**config.mk**
```make
export PLATFORM = sky130hd
export DESIGN_NAME = sha1_sched_finish
export DESIGN_NICKNAME = d
export VERILOG_FILES = /design/src/rtl/sha1_fin_pkg.sv /design/src/rtl/sha1_fin_lane.sv /design/src/rtl/sha1_fin_core.sv /design/src/rtl/sha1_fin_outreg.sv /design/src/rtl/sha1_sched_finish.sv
export SDC_FILE = /design/constraint.sdc
export NUM_CORES = 1
export LEC_CHECK = 0
export BUFFER_PORTS_ARGS = -buffer_cell sky130_fd_sc_hd__buf_2
export CORE_AREA = 2 2 153 155
export DETAILED_ROUTE_END_ITERATION = 10
export DIE_AREA = 0 0 155 157
export SETUP_SLACK_MARGIN = 0.3
export SYNTH_ARGS = -nofsm -noshare
export SYNTH_HDL_FRONTEND = slang
export SYNTH_SLANG_ARGS = --single-unit
export TNS_END_PERCENT = 30
```
**constraint.sdc**
```tcl
create_clock -name clk -period 1.8 [get_ports clk]
set_input_delay 0.09 -clock clk [delete_from_list [all_inputs] [get_ports clk]]
set_output_delay 0.09 -clock clk [all_outputs]
set_load 0.03 [all_outputs]
```
**src/rtl/sha1_fin_pkg.sv**
```systemverilog
package sha1_fin_pkg;
    parameter int WORD_W  = 32;
    parameter int LANES   = 4;
    parameter int ROT_AMT = 1;
    localparam int QUAD_W = WORD_W * LANES;

    typedef logic [WORD_W-1:0] word_t;
    typedef word_t [LANES-1:0] lanes_t;

    typedef struct packed {
        lanes_t part;
        lanes_t prev;
    } operand_t;

    function automatic word_t rotl_w(input word_t x);
        return (x << ROT_AMT) | (x >> (WORD_W - ROT_AMT));
    endfunction
endpackage

```
**src/rtl/sha1_fin_lane.sv**
```systemverilog
module sha1_fin_lane
    import sha1_fin_pkg::*;
(
    input  word_t part_word,
    input  word_t mix_word,
    output word_t new_word
);
    word_t folded;
    always_comb begin
        folded   = part_word ^ mix_word;
        new_word = rotl_w(folded);
    end
endmodule

```
**src/rtl/sha1_fin_core.sv**
```systemverilog
module sha1_fin_core
    import sha1_fin_pkg::*;
(
    input  operand_t ops,
    output lanes_t   result
);
    lanes_t mix;

    // lanes above 0 pair with the next lower lane of the history operand
    for (genvar k = 1; k < LANES; k++) begin : g_indep
        assign mix[k] = ops.prev[k-1];
        sha1_fin_lane u_lane (
            .part_word (ops.part[k]),
            .mix_word  (mix[k]),
            .new_word  (result[k])
        );
    end

    // lane 0 chains the freshly computed top lane
    assign mix[0] = result[LANES-1];
    sha1_fin_lane u_lane_chain (
        .part_word (ops.part[0]),
        .mix_word  (mix[0]),
        .new_word  (result[0])
    );

    // the top history lane carries no information for this step
    logic unused_prev_top;
    assign unused_prev_top = ^ops.prev[LANES-1];
endmodule

```
**src/rtl/sha1_fin_outreg.sv**
```systemverilog
module sha1_fin_outreg
    import sha1_fin_pkg::*;
(
    input  logic   clk,
    input  logic   rst,
    input  logic   load,
    input  lanes_t load_data,
    input  logic   take,
    output logic   held_valid,
    output lanes_t held_data
);
    always_ff @(posedge clk) begin
        if (rst) begin
            held_valid <= 1'b0;
            held_data  <= '0;
        end else if (load) begin
            held_valid <= 1'b1;
            held_data  <= load_data;
        end else if (take) begin
            held_valid <= 1'b0;
        end
    end
endmodule

```
**src/rtl/sha1_sched_finish.sv**
```systemverilog
module sha1_sched_finish
    import sha1_fin_pkg::*;
(
    input  logic              clk,
    input  logic              rst,
    input  logic              in_valid,
    output logic              in_ready,
    input  logic [QUAD_W-1:0] in_a,
    input  logic [QUAD_W-1:0] in_b,
    output logic              out_valid,
    input  logic              out_ready,
    output logic [QUAD_W-1:0] out_data
);
    operand_t ops;
    lanes_t   fresh;
    lanes_t   held;
    logic     accept;

    assign ops.part = lanes_t'(in_a);
    assign ops.prev = lanes_t'(in_b);

    sha1_fin_core u_core (
        .ops    (ops),
        .result (fresh)
    );

    assign in_ready = ~out_valid | out_ready;
    assign accept   = in_valid & in_ready;

    sha1_fin_outreg u_out (
        .clk        (clk),
        .rst        (rst),
        .load       (accept),
        .load_data  (fresh),
        .take       (out_ready),
        .held_valid (out_valid),
        .held_data  (held)
    );

    assign out_data = QUAD_W'(held);
endmodule

```
==> reports/qor.yml <==
p_per_area_mw_per_mm2: 931
start_util_pct: 26.9
htreeDepth: 4
syn_avg_cell_area_um2: 10.0
syn_nets: 865
pin_count: 390
clk_pin_slew_worst_paths_ns: 0.06
synth_seq_cells: 129
crit_fanout: 15
fin_crit_ns: 1.39
yosysMostFrequentCell: "dfxtp_1"
route.vias.total: 6215
drv_cap: 0
rsz0062_at_grt: "false"
hold_slack_ns: 0.0157
finalCritPeriodShare_pct: 77.3
vdd_drop_max_mv: 0.579
finalHoldViolCount: 0
grt_start_max_net_pins: 68
synth_flop_cell: "dfxtp_1"
tns_ns: 0
synth_largest_area_cell: "dfxtp_1"
layout-drive-gt1-share_pct: 40.9
clk_latency_ns: 0.42
track_usage_pct: 16.8
cts_root_buffer: "clkbuf_16"
yosys-top-cells-count: "129 x dfxtp_1, 97 x a21oi_1, 96 x xnor2_1"
antenna_cells: 0
first_iter_violations: 268
drtPass1Iterations: 4
status: "finished, final reports clean"
die_w_um: 155
seq_area_frac_synth_pct: 42.6
routedWlPerCell_um: 15.7
antenna_found_initial: 0
syn_inst: 605
drtAntennaViolNets: 0
relSlewSlack_pct: 74.8
cts_max_path_buffers: 2
synth_cell_types: 20
synth_top_area_share_pct: 42.6
cts.sinks: 129
start_kind: "flop"
routed_via_density: 4.55
finClkSkew_ns: 0.0130
crit_type: "flop to primary output"
drv_slew: 0
setup_viol: 0
critPathCaptureType: "primary output"
fin_nets: 1327
cp.required_ns: 1.71
synth_area_leaders: "dfxtp_1 43%, xnor2_1 14%, a21oi_1 8.0%, a211oi_1 7.2%, o22ai_2 6.2%"
die_h_um: 157
grt_overflow_total: 0
leakage_uw: 0.00436
max_freq_ghz: 0.719
core_mm2: 0.0225
wirelength_um: 21400
numPortBuffers: 357
nFillCells: 2107
hpwl_um: 13300
die-area_mm2: 0.0243
tightest_slew_ns: 0.378
synth_edf_count: 0
netlist_area_mm2: 0.00606
gp_congestion: 0.764
floorplan.rows: 55
arrival_ns: 1.30
hp-class: "input port to flop"
grt_pass1_wl_um: 32200
grt_pass1_vias: 6316
yosys_warnings: 0
async_reset_ff_share_pct: 0
numCtsBuffers: 17
cts_tree: "done"
remaining_drc_errors: 0
area_delta_synth_final_pct: 65.5
-- kinds of logic (layout without fill, tap and decap cells) --
| kind of cell | count (synthesis) | after routing | synth area share (%) |
|---|---|---|---|
| xor gates and xnor gates | 128 | 128 | 18.5 |
| and+or+nand+nor | 97 | 97 | 10.2 |
| buffers and inverters | 57 | 532 | 5.70 |
| AOI/OAI and AO/OA | 194 | 194 | 23.0 |
| DFF | 129 | 129 | 42.6 |
-- layout by cell type (no fill, tap or decap) --
master | synthesis | routed
buf_2 | 29 | 354
dfxtp_1 | 129 | 129
dlygate4sd3_1 | 0 | 126
a21oi_1 | 97 | 97
xnor2_1 | 96 | 96
a211oi_1 | 58 | 58
xor2_1 | 32 | 32
nand2b_1 | 32 | 32
nor3b_1 | 31 | 31
nor3_1 | 31 | 31
o22ai_2 | 30 | 30
clkbuf_16 | 0 | 18
buf_4 | 3 | 8
a211oi_2 | 7 | 7
buf_12 | 0 | 7
bufinv_16 | 0 | 4
clkinvlp_4 | 0 | 3
clkinv_4 | 0 | 3
o22ai_1 | 2 | 2
clkbuf_1 | 12 | 2
nand2b_4 | 1 | 1
and2_4 | 0 | 1
nand3b_1 | 1 | 1
inv_1 | 1 | 1
clkinv_2 | 0 | 1
inv_6 | 0 | 1
clkbuf_8 | 0 | 1
bufbuf_16 | 0 | 1
clkbuf_4 | 0 | 1
buf_16 | 0 | 1
-- flip-flops by register name (all words and copies together) (netlist names) --
name	flops
u_out.held_valid	1
u_out.held_data	128
-- metrics by stage --
stage	total power, uW	utilization [%]	setup WS, ns	std cells	area (um2)
5_1_grt	9790	44.6	0.303	1365	10000
4_1_cts	9430	44.3	0.318	1361	9980
2_1_floorplan	4650	-	0.459	605	6060
6_report	9340	44.6	0.409	1365	10000
3_5_place_dp	5400	35.9	0.476	1204	8070
3_3_place_gp	5380	35.9	0.524	1204	8070
-- routing by layer --
metal / routed length, um / GRT usage (%)
met1: 8850 / 19.1
met2: 10900 / 31.1
met3: 1350 / 4.41
met4: 316 / 4.76
met5: 0 / 0
-- what timing repair did --
action,in CTS,in global routing
setup endpoints to repair,1,1
setup buffers,0,1
hold buffers,124,2
hold endpoints to repair,77,1
cloned,1,1
resized for setup,1,1
-- power by group --
| group | total (uW) | switching (uW) | internal (uW) |
|---|---|---|---|
| clock network | 3690 | 1320 | 2360 |
| registers | 3230 | 121 | 3110 |
| logic | 2420 | 1340 | 1080 |
| total | 9340 | 2790 | 6550 |
-- area by class of cell --
type | instances | area (um2) | area share [%]
timing repair buffer | 499 | 3330 | 33.1
tap | 285 | 357 | 3.55
clock buffer | 20 | 447 | 4.45
sequential | 129 | 2580 | 25.7
clock inverter | 12 | 183 | 1.82
inverter | 1 | 3.75 | 0.0374
multi-input combinational | 419 | 3140 | 31.3
-- final timing paths --
kind	from	end	slack, ns	cells after the start
worst min register to register	u_out.held_data[0]$_SDFFE_PP0P_	u_out.held_data[0]$_SDFFE_PP0P_	0.48	2
worst min-delay path	in_a[92]	u_out.held_data[93]$_SDFFE_PP0P_	0.02	3
worst max register to register	u_out.held_valid$_SDFFE_PP0P_	u_out.held_data[93]$_SDFFE_PP0P_	0.46	4
worst max-delay path	u_out.held_valid$_SDFFE_PP0P_	in_ready	0.41	3
-- worst max-delay path: stages (launching register included) --
cell	delay [ns]
dfxtp_1	0.37
nand2b_4	0.14
buf_16	0.19
clkbuf_4	0.18
No activity file was read; power rests on OpenSTA's default activity.
